--- src/rtl/pll_div_pkg.sv ---
// Package: shared widths and the phase detector state encoding.
// Assumes: nothing; constants and types only.
package pll_div_pkg;

    // Default divider widths used by the top module parameters.
    localparam int REF_W_DEF = 14;
    localparam int FB_W_DEF  = 13;

    // Detector state; bit 0 drives UP, bit 1 drives DOWN.
    typedef enum logic [1:0] {
        PFD_IDLE = 2'b00,
        PFD_UP   = 2'b01,
        PFD_DN   = 2'b10,
        PFD_BOTH = 2'b11
    } pfd_state_t;

endpackage

--- src/rtl/pll_edge_detect.sv ---
// Module: single-edge detector for a level input already synchronous to clk.
// Emits a combinational one-cycle event on the clock where the input is
// first seen at its new level. FALLING selects which transition is reported.
// Assumes: input is synchronous; during reset the history follows the input
// so that no edge is reported on the first cycle after reset.
module pll_edge_detect #(
    parameter bit FALLING = 1'b0
) (
    input  logic clk,
    input  logic rst_n,
    input  logic lvl,
    output logic evt
);

    logic prev_q;

    // History register: follows the input, including during reset.
    always_ff @(posedge clk) begin
        if (!rst_n) begin
            prev_q <= lvl;
        end else begin
            prev_q <= lvl;
        end
    end

    // Select the transition that this instance reports.
    generate
        if (FALLING) begin : g_fall
            assign evt = prev_q & ~lvl;
        end else begin : g_rise
            assign evt = ~prev_q & lvl;
        end
    endgenerate

endmodule

--- src/rtl/pll_divide_counter.sv ---
// Module: down-counting event divider with deferred reload.
// Counts step events and emits a registered one-cycle tick on the event that
// reaches terminal count (count of 1). It then loads reload_val. A new divide
// value therefore only takes effect at a terminal count, and a period already
// in progress is never cut short.
// Assumes: reload_val is never 0; step is never high on two clocks in a row.
module pll_divide_counter #(
    parameter int W = 14
) (
    input  logic         clk,
    input  logic         rst_n,
    input  logic         hold,
    input  logic         step,
    input  logic [W-1:0] reload_val,
    output logic         tick
);

    localparam logic [W-1:0] ONE = W'(1);

    logic [W-1:0] cnt_q;

    // Count events; reload and tick at terminal count; preload while held.
    always_ff @(posedge clk) begin
        if (!rst_n) begin
            cnt_q <= ONE;
            tick  <= 1'b0;
        end else if (hold) begin
            cnt_q <= reload_val;
            tick  <= 1'b0;
        end else if (step) begin
            if (cnt_q <= ONE) begin
                cnt_q <= reload_val;
                tick  <= 1'b1;
            end else begin
                cnt_q <= cnt_q - ONE;
                tick  <= 1'b0;
            end
        end else begin
            tick <= 1'b0;
        end
    end

endmodule

--- src/rtl/pll_pfd.sv ---
// Module: up/down phase-frequency detector on divider pulses.
// A reference pulse sets UP and a feedback pulse sets DOWN. When both are
// set, both clear on the following clock.
// Assumes: ref_pulse and fb_pulse are single-cycle pulses. A pulse that
// arrives on the clearing clock is absorbed by the clear.
module pll_pfd (
    input  logic clk,
    input  logic rst_n,
    input  logic hold,
    input  logic ref_pulse,
    input  logic fb_pulse,
    output logic up,
    output logic dn
);

    import pll_div_pkg::*;

    pfd_state_t st_q;
    pfd_state_t st_d;

    // Next-state: set on pulses, clear together once both are set.
    always_comb begin
        if (st_q == PFD_BOTH) begin
            st_d = PFD_IDLE;
        end else begin
            st_d = pfd_state_t'({st_q[1] | fb_pulse, st_q[0] | ref_pulse});
        end
    end

    // State register, forced idle by reset or counter hold.
    always_ff @(posedge clk) begin
        if (!rst_n || hold) begin
            st_q <= PFD_IDLE;
        end else begin
            st_q <= st_d;
        end
    end

    assign up = st_q[0];
    assign dn = st_q[1];

endmodule

--- src/rtl/pll_divider_pair.sv ---
// Module: double-buffered reference and feedback dividers with detector.
// A load strobe captures the divide values into a staging pair. A reference
// falling edge moves the staged pair into the active registers. Each counter
// picks up its active value at its own next terminal count. If the feedback
// counter reaches terminal count on the transfer clock, it takes the staged
// value directly.
// Assumes: ref_in and fb_in are synchronous to clk and each level lasts at
// least one clock. The serial shift logic that drives stage_* is outside.
module pll_divider_pair #(
    parameter int R_W = pll_div_pkg::REF_W_DEF,
    parameter int N_W = pll_div_pkg::FB_W_DEF
) (
    input  logic           clk,
    input  logic           rst_n,
    input  logic           ref_in,
    input  logic           fb_in,
    input  logic [R_W-1:0] stage_r,
    input  logic [N_W-1:0] stage_n,
    input  logic           load_stb,
    input  logic           cnt_hold,
    output logic           ref_div,
    output logic           fb_div,
    output logic           pfd_up,
    output logic           pfd_dn
);

    localparam logic [R_W-1:0] R_ONE = R_W'(1);
    localparam logic [N_W-1:0] N_ONE = N_W'(1);

    logic           ref_rise;
    logic           ref_fall;
    logic           fb_rise;
    logic [R_W-1:0] pend_r;
    logic [N_W-1:0] pend_n;
    logic           pend_vld;
    logic [R_W-1:0] active_r;
    logic [N_W-1:0] active_n;
    logic [R_W-1:0] clean_r;
    logic [N_W-1:0] clean_n;
    logic           xfer;
    logic [R_W-1:0] reload_r;
    logic [N_W-1:0] reload_n;

    // Edge events on the reference and feedback levels.
    pll_edge_detect #(.FALLING(1'b0)) u_ref_rise (
        .clk(clk), .rst_n(rst_n), .lvl(ref_in), .evt(ref_rise)
    );
    pll_edge_detect #(.FALLING(1'b1)) u_ref_fall (
        .clk(clk), .rst_n(rst_n), .lvl(ref_in), .evt(ref_fall)
    );
    pll_edge_detect #(.FALLING(1'b0)) u_fb_rise (
        .clk(clk), .rst_n(rst_n), .lvl(fb_in), .evt(fb_rise)
    );

    // Map a zero divide value to one before it is staged.
    always_comb begin
        clean_r = (stage_r == '0) ? R_ONE : stage_r;
        clean_n = (stage_n == '0) ? N_ONE : stage_n;
    end

    // A transfer happens only on a reference falling edge with data pending.
    assign xfer = pend_vld & ref_fall;

    // Staging pair: captured on the strobe, marked consumed by a transfer.
    always_ff @(posedge clk) begin
        if (!rst_n) begin
            pend_r   <= R_ONE;
            pend_n   <= N_ONE;
            pend_vld <= 1'b0;
        end else if (load_stb) begin
            pend_r   <= clean_r;
            pend_n   <= clean_n;
            pend_vld <= 1'b1;
        end else if (xfer) begin
            pend_vld <= 1'b0;
        end
    end

    // Active pair: updated from staging only on the reference falling edge.
    always_ff @(posedge clk) begin
        if (!rst_n) begin
            active_r <= R_ONE;
            active_n <= N_ONE;
        end else if (xfer) begin
            active_r <= pend_r;
            active_n <= pend_n;
        end
    end

    // Reload source: the staged pair bypasses the active pair on a transfer clock.
    always_comb begin
        reload_r = xfer ? pend_r : active_r;
        reload_n = xfer ? pend_n : active_n;
    end

    // Reference divider: counts reference rising edges.
    pll_divide_counter #(.W(R_W)) u_ref_cnt (
        .clk(clk), .rst_n(rst_n), .hold(cnt_hold), .step(ref_rise),
        .reload_val(reload_r), .tick(ref_div)
    );

    // Feedback divider: counts feedback rising edges.
    pll_divide_counter #(.W(N_W)) u_fb_cnt (
        .clk(clk), .rst_n(rst_n), .hold(cnt_hold), .step(fb_rise),
        .reload_val(reload_n), .tick(fb_div)
    );

    // Phase-frequency detector on the two divided pulses.
    pll_pfd u_pfd (
        .clk(clk), .rst_n(rst_n), .hold(cnt_hold),
        .ref_pulse(ref_div), .fb_pulse(fb_div),
        .up(pfd_up), .dn(pfd_dn)
    );

endmodule

--- config.mk ---
export PLATFORM = sky130hd
export DESIGN_NAME = pll_divider_pair
export DESIGN_NICKNAME = d
export VERILOG_FILES = /design/src/rtl/pll_div_pkg.sv /design/src/rtl/pll_edge_detect.sv /design/src/rtl/pll_divide_counter.sv /design/src/rtl/pll_pfd.sv /design/src/rtl/pll_divider_pair.sv
export SDC_FILE = /design/constraint.sdc
export NUM_CORES = 1
export LEC_CHECK = 0
export BUFFER_PORTS_ARGS = -buffer_cell sky130_fd_sc_hd__buf_2
export CAP_MARGIN = 10
export CORE_ASPECT_RATIO = 0.5
export CORE_MARGIN = 3
export CORE_UTILIZATION = 50
export CTS_CLUSTER_SIZE = 40
export DETAILED_ROUTE_END_ITERATION = 8
export PLACE_DENSITY = 0.66
export RECOVER_POWER = 100
export SETUP_SLACK_MARGIN = 0.4
export SYNTH_ARGS = -nofsm -noshare
export SYNTH_HDL_FRONTEND = slang
export SYNTH_SLANG_ARGS = --single-unit
--- constraint.sdc ---
create_clock -name clk -period 3.9 [get_ports clk]
set_input_delay 0.585 -clock clk [delete_from_list [all_inputs] [get_ports clk]]
set_output_delay 0.585 -clock clk [all_outputs]
set_load 0.05 [all_outputs]
# Yosys cells after proc, flatten, opt, wreduce, memory -nomap -nowiden
# Index checks and enable logic that the tools add are counted.
word_totals:
  reg_bits: 88
  input_bits: 33
op_classes:
  addsub: 2
  magnitude_cmp: 2
  eq_ne: 1
  muxes: 14
  bitwise_logic: 12
  reduce_logical: 10
op_table:
  columns: ["cell", "count"]
  rows:
  - ["two-way mux 14 bit", 5]
  - ["two-way mux 13 bit", 5]
  - ["<= comparator 14 x 1 -> 1 bit, second input constant", 1]
  - ["logical NOT 14 bit", 1]
  - ["subtractor 14 x 1 -> 14 bit, second input constant", 1]
  - ["<= comparator 13 x 1 -> 1 bit, second input constant", 1]
  - ["logical NOT 13 bit", 1]
  - ["subtractor 13 x 1 -> 13 bit, second input constant", 1]
  - ["NOT 1 bit", 6]
  - ["nonzero test 2 bit", 3]
  - ["OR reduction 3 bit", 2]
  - ["AND 1 bit", 4]
  - ["two-way mux 1 bit", 4]
  - ["equality test 2 bit, second input constant", 1]
  - ["bitwise OR 1 bit", 2]
  - ["OR reduction 2 bit", 1]
  - ["logical NOT 1 bit", 1]
  - ["logical OR 1 bit", 1]

# Logic depth before layout (Yosys ltp)
# Gate-level depths: netlist of the first run.
depth:
  word_depth: 7
  ltp_mapped: 8
  depth_no_buf: 7

# Hierarchy
# A second synthesis of the first run with hierarchy kept.
unflattened:
  cells_unflattened: 460
  area_unflattened_um2: 4335.4
by_module_without_submodules:
  columns: ["mod", "n_inst", "cells_per_inst", "area_each_um2", "seq_area_each_um2"]
  rows:
  - ["pll_divider_pair", 1, 189, 2195.9, 1101.1]
  - ["pll_divide_counter (u_ref_cnt)", 1, 133, 1004.7, 300.3]
  - ["pll_divide_counter (u_fb_cnt)", 1, 124, 945.9, 280.3]
  - ["pll_edge_detect", 3, 2, 33.8, 20.0]
  - ["pll_pfd", 1, 8, 87.6, 40.0]

# Worst setup path after synthesis of the first run
# OpenSTA, ideal clock, no wires.
synth_timing:
  kind: "register -> register"
  from: "reg u_ref_cnt.cnt_q[8]"
  to: "reg u_ref_cnt.cnt_q[7]"
  arrival_ps: 1928
  path_slack_ps: 1854
  stages_incl_launch_ff: 7
  n_path_buf: 1
  path_cell_list: "dfxtp_1 > or4_4 > nor4_4 > a21o_2 > buf_2 > o21ai_0 > a32o_1"
synth_via:
  elab_chain_cells: 4
synth_lines:
  columns: ["element", "line", "text"]
  rows:
  - ["start: declaration", "pll_divide_counter.sv:20", "logic [W-1:0] cnt_q;"]
  - ["start signal: assignment", "pll_divide_counter.sv:28", "cnt_q <= reload_val;"]
  - ["start signal: assignment", "pll_divide_counter.sv:32", "cnt_q <= reload_val;"]
  - ["start signal: assignment", "pll_divide_counter.sv:35", "cnt_q <= cnt_q - ONE;"]
  - ["<= comparator 14 x 1 -> 1 bit", "pll_divide_counter.sv:31", "if (cnt_q <= ONE) begin"]
  - ["two-way mux 14 bit", "pll_divide_counter.sv:31", null]
  - ["two-way mux 14 bit", "pll_divide_counter.sv:30", "end else if (step) begin"]
  - ["two-way mux 14 bit", "pll_divide_counter.sv:27", "end else if (hold) begin"]
# Every way passes these cells. The select of a mux whose other input is x is not followed.
# A chain may end at the register's enable or synchronous reset.

# Final worst setup path of the first run
layout_timing:
  from: "reg u_ref_cnt.cnt_q[8]"
  to: "reg u_ref_cnt.cnt_q[10]"
layout_via:
  elab_chain_cells: 4
  elab_cells_between_ends: 5
  cone_classes: "add/sub (1); order compare (1); mux (3)"
layout_lines:
  columns: ["element", "line"]
  rows:
  - ["subtractor 14 x 1 -> 14 bit or <= comparator 14 x 1 -> 1 bit (tied branches)", "pll_divide_counter.sv:35, pll_divide_counter.sv:31"]
  - ["two-way mux 14 bit *", "pll_divide_counter.sv:31"]
  - ["two-way mux 14 bit *", "pll_divide_counter.sv:30"]
  - ["two-way mux 14 bit *", "pll_divide_counter.sv:27"]
# Every way passes the cells marked *; elsewhere a longest branch is shown, timed or not. The select of a mux whose other input is x is not followed.

==> impl_metrics.yaml, run 1 <==
status:
  status: "finished with violations"
  violations: "max-capacitance violations, max-slew violations"
clock_tree:
  holdBufCountCts: 0
  cts_buffers: 9
  cts_num_sinks: 88
  path_clk_slew_ps: 60
  cts_setup_buffers: 0
  max-clock-path-buffers: 2
  cts_tree: "yes"
  clock-root-buffer: "clkbuf_16"
  htree_levels: 3
  clock_latency_ps: 340
  ctsResizeCount: 0
placement:
  gp_congestion: 0.886
  dp_hpwl_um: 6520
  pre_cts_ws_ps: 1510
  postPlaceCellArea_um2: 4200
  dp_cells: 561
  portBuffers: 36
finish:
  final_cells: 577
  final_cell_area_um2: 4490
  drive_gt1_share_pct: 12.2
  antenna_cells: 0
  fill_cells: 701
  fin_util_pct: 59.6
  syn_to_final_growth_pct: 12.0
  nNetsFinal: 502
floorplan:
  start_util_pct: 53.2
  die-area_um2: 9200
  ios: 37
  die_y_um: 69.4
  core_area_um2: 7540
  rows: 22
  fp.dieW_um: 133
route:
  drcViolationCount: 0
  vias_per_cell: 5.83
  route.antenna.remaining_nets: 0
  via_count: 3364
  first_pass_iters: 4
  wl_per_cell_um: 16.2
  drt_iter0_markers: 279
  routed_wirelength_um: 9370
sta:
  fmax_mhz: 329
  timing.hold.ws_ps: 397
  tightestPinTransition_ps: 2020
  rsz0062_at_grt: "false"
  finalWorstSetupSlack_ps: 860
  period_needed_ps: 3040
  setup_violations: 0
  final-max-slew-violation-count: 59
  fin_crit_sh_pct: 77.9
  finalSetupTns_ps: 0
  hold_viol: 0
  relSlewSlack_pct: -34.8
  clock_skew_ps: 6.71
worst_setup_path:
  ff2ff_path_depth: 5
  regToRegStartpoint: "u_ref_cnt.cnt_q[8]"
  reg2reg_to: "u_ref_cnt.cnt_q[10]"
  crit_required_ps: 4160
  worstPathMaxFanout: 16
  cp-end-kind: "flip-flop"
  crit_start: "u_ref_cnt.cnt_q[8]"
  setup.worst_path.start_class: "flip-flop"
  crit_arrival_ps: 3300
  rrSetupSlack_ps: 860
  crit_type: "flip-flop to flip-flop"
yosys:
  synth-warning-count: 0
  synthFlopType: "dfxtp_1"
  ys_async_sr_fraction_pct: 0
  avgSynthCellArea_um2: 9.12
  yosys-mux-area-fraction_pct: 15.3
  synth_xor_area_share_pct: 0
  synth_nets: 478
  synthDistinctLibCells: 63
  synth_compound_area_share_pct: 13.1
  synth_top_family_by_area: "simple AND/OR/NAND/NOR gates"
  ys_seq_elements: 88
  syn_area_um2: 4010
  ys_seq_area_share_pct: 43.9
  synth-edff-count: 0
  yosys.area_share.simple_pct: 21.7
  syn_inst: 440
  synth_fa_ha_area_share_pct: 1.56
global_route:
  grt_max_degree: 66
  antenna_found_initial: 0
  grt_usage_pct: 20.6
  grt_pass1_wl_um: 15500
  grt.overflow.total: 0
  grt_pass1_vias: 3244
pwr:
  p_leak_nw: 1.93
  power_density_nw_per_um2: 506
  finalPower_mw: 2.27
  vdd_ir_drop_max_uv: 255
worst_hold_path:
  whs_endpoint: "u_fb_rise.prev_q"
  worstHoldPathType: "input pin to flip-flop"
  hp-start: "fb_in"
  whs_path_depth: 1
flow_run:
  maxCapViolations: 2
==> critical path: stages, from the launching register on <==
cell	delay, ps
dfxtp_1	370
or4_1	570
nor4_1	940
a21oi_2	420
or3_1	450
a41oi_1	210
==> cell usage after synthesis (2+ instances only) <==
cell type,number,area (µm²)
dfxtp_1,88,1760
nor2_1,79,297
mux2i_1,59,591
nand2_1,28,105
o21ai_0,20,100
a21oi_1,14,70.1
clkbuf_1,14,52.6
nor4_1,11,68.8
nand3_1,9,45.0
inv_1,8,30.0
nor3_1,8,40.0
ha_1,5,62.6
or3_1,5,31.3
a32o_1,4,40.0
clkbuf_8,4,55.1
nand4_1,4,25.0
a221oi_1,3,26.3
a31oi_1,3,18.8
a41oi_1,3,26.3
buf_1,3,11.3
buf_2,3,15.0
nand2b_1,3,18.8
nor2b_1,3,18.8
o21a_1,3,22.5
o22ai_1,3,18.8
o311ai_0,3,26.3
or4_1,3,22.5
and2_1,2,12.5
and3_1,2,12.5
and3_2,2,15.0
mux2_2,2,22.5
nor3b_1,2,15.0
nor4_2,2,25.0
nor4b_1,2,17.5
o21ai_1,2,10.0
o31a_1,2,17.5
or2_2,2,12.5
or3_2,2,15.0
==> cells by family after synthesis <==
family                   Yosys count
multiplexers                      61
AO/OA/AOI/OAI                     77
buffers and inverters             33
adder cells (fa/ha/maj)            5
AND/OR/NAND/NOR                  176
flip-flops                        88
==> power by group <==
| part | leakage, nW | internal [mW] | total, mW | switching [mW] |
|---|---|---|---|---|
| clock network | 0.159 | 0.597 | 0.941 | 0.344 |
| registers | 0.718 | 0.940 | 0.977 | 0.0371 |
| logic | 1.05 | 0.134 | 0.355 | 0.221 |
| total | 1.93 | 1.67 | 2.27 | 0.602 |
==> sequential cells by signal (all words and copies together) (netlist names) <==
signal,cells
active_r,14
pend_r,14
u_ref_cnt.cnt_q,14
active_n,13
pend_n,13
u_fb_cnt.cnt_q,13
u_pfd.st_q,2
pend_vld,1
u_fb_cnt.tick,1
u_fb_rise.prev_q,1
u_ref_cnt.tick,1
u_ref_fall.prev_q,1
==> routing by layer <==
metal | track usage (%) | part of all wire (%) | vias to the layer above
li1 | - | - | 1638
met1 | 26.7 | 45 | 1607
met2 | 34.3 | 47 | 104
met3 | 5.14 | 6.3 | 15
met4 | 6.45 | 1.4 | 0
met5 | 0 | 0 | -
==> layout by cell type (no fill, tap or decap), types with 4 or more instances in the layout <==
| cell type | synthesis | final |
|---|---|---|
| dfxtp_1 | 88 | 88 |
| nor2_1 | 79 | 79 |
| mux2i_1 | 59 | 59 |
| nand2_1 | 28 | 28 |
| buf_2 | 3 | 28 |
| o21ai_0 | 20 | 21 |
| a21oi_1 | 14 | 14 |
| nor4_1 | 11 | 12 |
| clkbuf_1 | 14 | 10 |
| nand3_1 | 9 | 9 |
| clkbuf_16 | 0 | 9 |
| nor3_1 | 8 | 8 |
| inv_1 | 8 | 7 |
| or3_1 | 5 | 5 |
| ha_1 | 5 | 5 |
| or4_1 | 3 | 4 |
| nand4_1 | 4 | 4 |
| a32o_1 | 4 | 4 |
==> worst max path at each step <==
stage,endpoint,slack [ps],cells after the start
after floorplan,u_ref_cnt.cnt_q[7],1850,6
after global placement,u_ref_cnt.cnt_q[10],1630,5
after detailed placement,u_fb_cnt.cnt_q[5],1510,7
after CTS,u_fb_cnt.cnt_q[5],1520,7
after global routing,u_ref_cnt.cnt_q[10],620,5
final,u_ref_cnt.cnt_q[10],860,5
==> final cells by class <==
type	count	area (µm²)	area share (%)
multi-input combinational	319	2050	45.7
sequential	88	1760	39.2
clock buffer	12	256	5.71
timing repair buffer	38	181	4.04
tap	108	135	3.01
clock inverter	4	76.3	1.70
inverter	8	30.0	0.668
Note: power is estimated with default switching activity, not from simulation.
==> run 2: changes to the inputs <==
--- a/config.mk
+++ b/config.mk
@@ -12,7 +12,7 @@
 export CORE_UTILIZATION = 50
 export CTS_CLUSTER_SIZE = 40
 export DETAILED_ROUTE_END_ITERATION = 8
-export PLACE_DENSITY = 0.66
+export PLACE_DENSITY = 0.69
 export RECOVER_POWER = 100
 export SETUP_SLACK_MARGIN = 0.4
 export SYNTH_ARGS = -nofsm -noshare
==> constraint.sdc (replaced) <==
create_clock -name clk -period 2.5 [get_ports clk]
set_input_delay 0.375 -clock clk [delete_from_list [all_inputs] [get_ports clk]]
set_output_delay 0.375 -clock clk [all_outputs]
set_load 0.05 [all_outputs]
==> run 2 against run 1 <==
Compared with the run above: the run still ends with max-capacitance violations, max-slew violations left; cell area grew 3.2%; core utilization is 1.9 points higher; sequential cell count stayed put; sequential share of layout area is 1.0 points lower; global-route usage down 0.54 points; combinational power is 100% higher; non-clock buffer count up 13; worst hold slack got worse by 220 ps; register-to-register slack lost 530 ps; critical path depth increased by 1; total power up 54%; via count about the same; critical endpoint is now u_ref_cnt.cnt_q[13]; highest routed layer unchanged.
==> impl_metrics.yaml, run 2 (same netlist as run 1, synthesis figures left out) <==
clock_tree:
  clock_latency_ps: 340
  cts_buffers: 9
  cts_tree: "yes"
  clock-root-buffer: "clkbuf_16"
  holdBufCountCts: 0
  htree_levels: 3
  max-clock-path-buffers: 2
  path_clk_slew_ps: 70
  cts_num_sinks: 88
pwr:
  seq_power_share_pct: 43.7
  p_int_mw: 2.48
  net-switching-power_mw: 1.02
  p_comb_share_pct: 20.3
  p_clk_share_pct: 36.1
  power_density_nw_per_um2: 755
  p_leak_nw: 1.99
  vdd_ir_drop_max_uv: 396
  switching_share_pct: 29.2
status:
  violations: "max-capacitance violations, max-slew violations"
  status: "finished with violations"
global_route:
  antenna_found_initial: 0
  grt.overflow.total: 0
  grt_usage_pct: 20.1
  grt_max_degree: 31
  grt_pass1_wl_um: 15100
  grt_pass1_vias: 3090
finish:
  layout_commonest_cell: "dfxtp_1"
  multi_input_area_um2: 2140
  fill_cells: 689
  drive_gt1_share_pct: 17.6
  final_cell_area_um2: 4640
  nNetsFinal: 517
  antenna_cells: 0
  final_cells: 592
  reg_top3: "active_r x14, pend_r x14, u_ref_cnt.cnt_q x14"
  syn_to_final_growth_pct: 15.6
  regArea_um2: 1770
  layout_common_cells: "dfxtp_1, nor2_1, mux2i_1"
sta:
  clock_skew_ps: 9.69
  relSlewSlack_pct: -30.2
  tightestPinTransition_ps: 1950
  fin_crit_sh_pct: 86.7
  hold_viol: 0
  setup_violations: 0
  finalSetupTns_ps: 0
  final-max-slew-violation-count: 31
  period_needed_ps: 2170
  fmax_mhz: 461
  timing.hold.ws_ps: 181
  rsz0062_at_grt: "false"
flow_run:
  maxCapViolations: 1
route:
  first_pass_iters: 4
  routed_wirelength_um: 9230
  wl_per_cell_um: 15.6
  via_count: 3367
  drt_iter0_markers: 319
  drcViolationCount: 0
  vias_per_cell: 5.69
  route.antenna.remaining_nets: 0
worst_setup_path:
  worstPathMaxFanout: 7
  cp-end-kind: "flip-flop"
  crit_arrival_ps: 2400
  rrSetupSlack_ps: 330
  crit_required_ps: 2730
  setup.worst_path.start_class: "flip-flop"
  crit_type: "flip-flop to flip-flop"
floorplan:
  ios: 37
  core_area_um2: 7540
  start_util_pct: 53.2
  die-area_um2: 9200
  fp.dieW_um: 133
  die_y_um: 69.4
  rows: 22
worst_hold_path:
  worstHoldPathType: "input pin to flip-flop"
placement:
  gp_congestion: 0.879
  portBuffers: 36
  postPlaceCellArea_um2: 4270
  dp_hpwl_um: 6140
  dp_cells: 567
==> run 2: stage by stage <==
stage	worst slack [ps]	power, mW	utilization [%]
final	333	3.50	61.5
after global placement	314	2.13	56.6
after global routing	189	3.66	61.5
after CTS	371	3.47	61.1
after detailed placement	248	2.14	56.6
after floorplan	454	1.99	-
==> run 2: final cells by class <==
type | instances | area share (%)
clock inverters | 5 | 0.863
well taps | 108 | 2.91
flip-flops and latches | 88 | 38.2
multi-input cells | 321 | 46.1
clock buffers | 11 | 5.23
inverters | 8 | 0.647
repair buffers | 51 | 6.10
==> run 2: timing repair <==
action,CTS,global route
pin swaps,3,7
setup buffers,4,3
endpoints found under the setup margin,12,18
gates cloned,1,1
resized for setup,4,14
==> run 2: path summary, 6_finish.rpt <==
path                       start                  end  cells past startpoint
max reg2reg  u_ref_cnt.cnt_q[11]  u_ref_cnt.cnt_q[13]                      6
min reg2reg        u_fb_cnt.tick        u_pfd.st_q[1]                      2
min                        fb_in     u_fb_rise.prev_q                      1
max          u_ref_cnt.cnt_q[11]  u_ref_cnt.cnt_q[13]                      6
==> run 2: worst max-delay path: stages, from the launching register on <==
cell     delay, ps
dfxtp_2        330
or4_4          530
nor4_1         350
buf_4          200
a21oi_4         80
and3_2         270
o31a_1         280
==> run 2: power groups by stage <==
stage / registers [mW] / logic, mW / clock network (mW)
2_1_floorplan: 1.54 / 0.445 / 0
3_3_place_gp: 1.55 / 0.581 / 0
3_5_place_dp: 1.55 / 0.582 / 0
4_1_cts: 1.53 / 0.653 / 1.29
5_1_grt: 1.54 / 0.774 / 1.35
6_report: 1.53 / 0.710 / 1.26
==> run 2: metal layers <==
layer  vias up  share of wire (%)  GRT usage (%)  wire length [µm]
met5         -                  0              0                 0
met4         0                1.1           5.30                99
met3         9                6.2           6.30               574
met2        84                 46           31.8              4260
met1      1590                 47           26.8              4300
li1       1684                  -              -                 -
==> run 3: changes to the inputs <==
--- a/config.mk
+++ b/config.mk
@@ -5,14 +5,15 @@
 export SDC_FILE = /design/constraint.sdc
 export NUM_CORES = 1
 export LEC_CHECK = 0
+export ABC_AREA = 1
 export BUFFER_PORTS_ARGS = -buffer_cell sky130_fd_sc_hd__buf_2
-export CAP_MARGIN = 10
+export CAP_MARGIN = 25
 export CORE_ASPECT_RATIO = 0.5
 export CORE_MARGIN = 3
 export CORE_UTILIZATION = 50
 export CTS_CLUSTER_SIZE = 40
 export DETAILED_ROUTE_END_ITERATION = 8
-export PLACE_DENSITY = 0.69
+export PLACE_DENSITY = 0.68
 export RECOVER_POWER = 100
 export SETUP_SLACK_MARGIN = 0.4
 export SYNTH_ARGS = -nofsm -noshare
==> run 3 against run 2 <==
Compared with the run above: the flow now finishes without violations; worst setup slack improved by 230 ps; die area rose by 3.4%; global-route usage rose by 0.34 points; largest cell class unchanged; sequential share of layout area barely moved; clock-buffer cell count rose by 1; register-to-register slack improved by 230 ps; largest power group unchanged; non-clock buffer count fell by 7; worst hold slack improved by 9.4 ps; cell count rose by 24%.
==> impl_metrics.yaml, run 3 <==
global_route:
  antenna_found_initial: 0
  grt.overflow.total: 0
  grt_max_degree: 37
  grt_usage_pct: 20.4
  grt_pass1_vias: 3383
  grt_pass1_wl_um: 15600
clock_tree:
  clock-root-buffer: "clkbuf_16"
  clock_latency_ps: 330
  cts_setup_buffers: 0
  htree_levels: 3
  cts_num_sinks: 88
  max-clock-path-buffers: 2
  cts_buffers: 9
  cts_tree: "yes"
  path_clk_slew_ps: 60
finish:
  final_cells: 732
  reg_top3: "active_r x14, pend_r x14, u_ref_cnt.cnt_q x14"
  final_cell_area_um2: 4620
  layout_commonest_cell: "nand2_1"
  antenna_cells: 0
  syn_to_final_growth_pct: 11.0
  drive_gt1_share_pct: 12.5
  nNetsFinal: 658
  layout_common_cells: "nand2_1, nor2_1, dfxtp_1"
yosys:
  synthDistinctLibCells: 39
  syn_area_um2: 4160
  syn_inst: 593
  synth_nets: 631
  ys_seq_elements: 88
  synthFlopType: "dfxtp_1"
  ys_seq_area_share_pct: 42.4
  yosysMostFrequentCell: "nand2_1"
  avgSynthCellArea_um2: 7.01
  synth_common_cells: "nand2_1, nor2_1, dfxtp_1"
  ys_async_sr_fraction_pct: 0
  synth_area_leaders: "dfxtp_1, nand2_1, nor2_1"
  synth-warning-count: 0
  synth-edff-count: 0
  synth.top_cell.area_share_pct: 42.4
  post-synth-top-area-cell: "dfxtp_1"
worst_hold_path:
  hp-start: "fb_in"
  whs_endpoint: "u_fb_rise.prev_q"
  worstHoldPathType: "input pin to flip-flop"
  whs_path_depth: 1
worst_setup_path:
  crit_arrival_ps: 2130
  crit_type: "flip-flop to flip-flop"
  crit_required_ps: 2690
  reg2reg_to: "u_ref_cnt.cnt_q[5]"
  rrSetupSlack_ps: 560
  ff2ff_path_depth: 10
  cp-end-kind: "flip-flop"
  setup.worst_path.start_class: "flip-flop"
  worstPathMaxFanout: 20
  regToRegStartpoint: "u_ref_cnt.cnt_q[0]"
placement:
  dp_cells: 717
  postPlaceCellArea_um2: 4380
  portBuffers: 36
  dp_hpwl_um: 6340
  gp_congestion: 0.896
flow_run:
  maxCapViolations: 0
route:
  wl_per_cell_um: 12.5
  vias_per_cell: 5.02
  highest_layer: "met4"
  route.antenna.remaining_nets: 0
  drcViolationCount: 0
  wl_met3_um: 236
  met2_length_um: 4140
  drt_iter0_markers: 242
  m1WireLength_um: 4630
  routed_wirelength_um: 9170
  via_count: 3678
  first_pass_iters: 5
sta:
  rsz0062_at_grt: "false"
  final-max-slew-violation-count: 0
  clock_skew_ps: 2.90
  fin_crit_sh_pct: 77.6
  tightestPinTransition_ps: 1430
  fmax_mhz: 516
  finalSetupTns_ps: 0
  hold_viol: 0
  period_needed_ps: 1940
  relSlewSlack_pct: 4.81
  setup_violations: 0
floorplan:
  fp.dieW_um: 135
  core_area_um2: 7680
  die_y_um: 70.5
  ios: 37
  die-area_um2: 9510
  rows: 22
  start_util_pct: 54.2
pwr:
  p_leak_nw: 2.05
  finalPower_mw: 3.49
  power_density_nw_per_um2: 755
  vdd_ir_drop_max_uv: 394
status:
  status: "finished, final reports clean"
-- run 3: changes by cell type after synthesis, moves of 15 or more --
cell | before | now
o21ai_0 | 20 | 65
nor2_1 | 79 | 94
nand3_1 | 9 | 31
mux2i_1 | 59 | 1
nand2_1 | 28 | 118
inv_1 | 8 | 54
a21oi_1 | 14 | 37
-- run 3: repair_timing --
action,4_1_cts,5_1_grt
endpoints found under the setup margin,0,11
hold buffers,0,0
gates resized for setup,0,2
-- run 3: per-stage QoR --
stage / util (%) / hold WS [ps] / setup slack (ps)
after floorplan: - / 403 / 910
after global placement: 57.0 / 447 / 618
after detailed placement: 57.0 / 452 / 517
after CTS: 60.5 / 155 / 493
after global routing: 60.1 / 189 / 329
final: 60.1 / 190 / 560
-- run 3: report_power, final --
group | total (mW) | internal [mW] | switching, mW
registers | 1.58 | 1.50 | 0.0780
clock network | 1.24 | 0.718 | 0.520
logic | 0.664 | 0.239 | 0.425
total | 3.49 | 2.46 | 1.02
-- run 3: routing by layer --
metal / vias to the layer above / GRT usage (%)
met5: - / 0
met4: 0 / 7.26
met3: 16 / 5.18
met2: 34 / 32.5
met1: 1680 / 27.1
li1: 1948 / -
-- run 3: layout make-up --
cell class / count / area (µm²)
Tap cell: 108 / 135
Sequential cell: 88 / 1760
Clock buffer: 12 / 256
Fill cell: 746 / 3060
Clock inverter: 3 / 17.5
Inverter: 56 / 213
Timing Repair Buffer: 44 / 221
Multi-Input combinational cell: 421 / 2010
-- run 3: critical path: stages (launching register included) --
cell     delay (ps)
dfxtp_1         400
inv_1           110
ha_1            230
o21ai_0         160
nor2_1           60
nand2_1         100
nand2_2         270
inv_4           220
nand3_1          90
nand2_1          80
a21oi_1          60
-- run 3: kinds of logic after synthesis --
group           synth area share, %
buf+inv                        8.87
flops                          42.4
mux                           0.241
fa+ha+maj                      1.50
compound gates                 15.7
simple gates                   29.5
xor+xnor                       1.90
-- run 3: worst max-delay path by stage --
stage / startpoint / endpoint / depth (start not counted)
4_1_cts: u_ref_cnt.cnt_q[0] / u_ref_cnt.cnt_q[5] / 10
5_1_grt: u_ref_cnt.cnt_q[0] / u_ref_cnt.cnt_q[11] / 10
3_3_place_gp: u_ref_cnt.cnt_q[0] / u_ref_cnt.cnt_q[11] / 10
2_1_floorplan: u_ref_cnt.cnt_q[0] / u_ref_cnt.cnt_q[0] / 10
6_report: u_ref_cnt.cnt_q[0] / u_ref_cnt.cnt_q[5] / 10
3_5_place_dp: u_ref_cnt.cnt_q[0] / u_ref_cnt.cnt_q[5] / 10
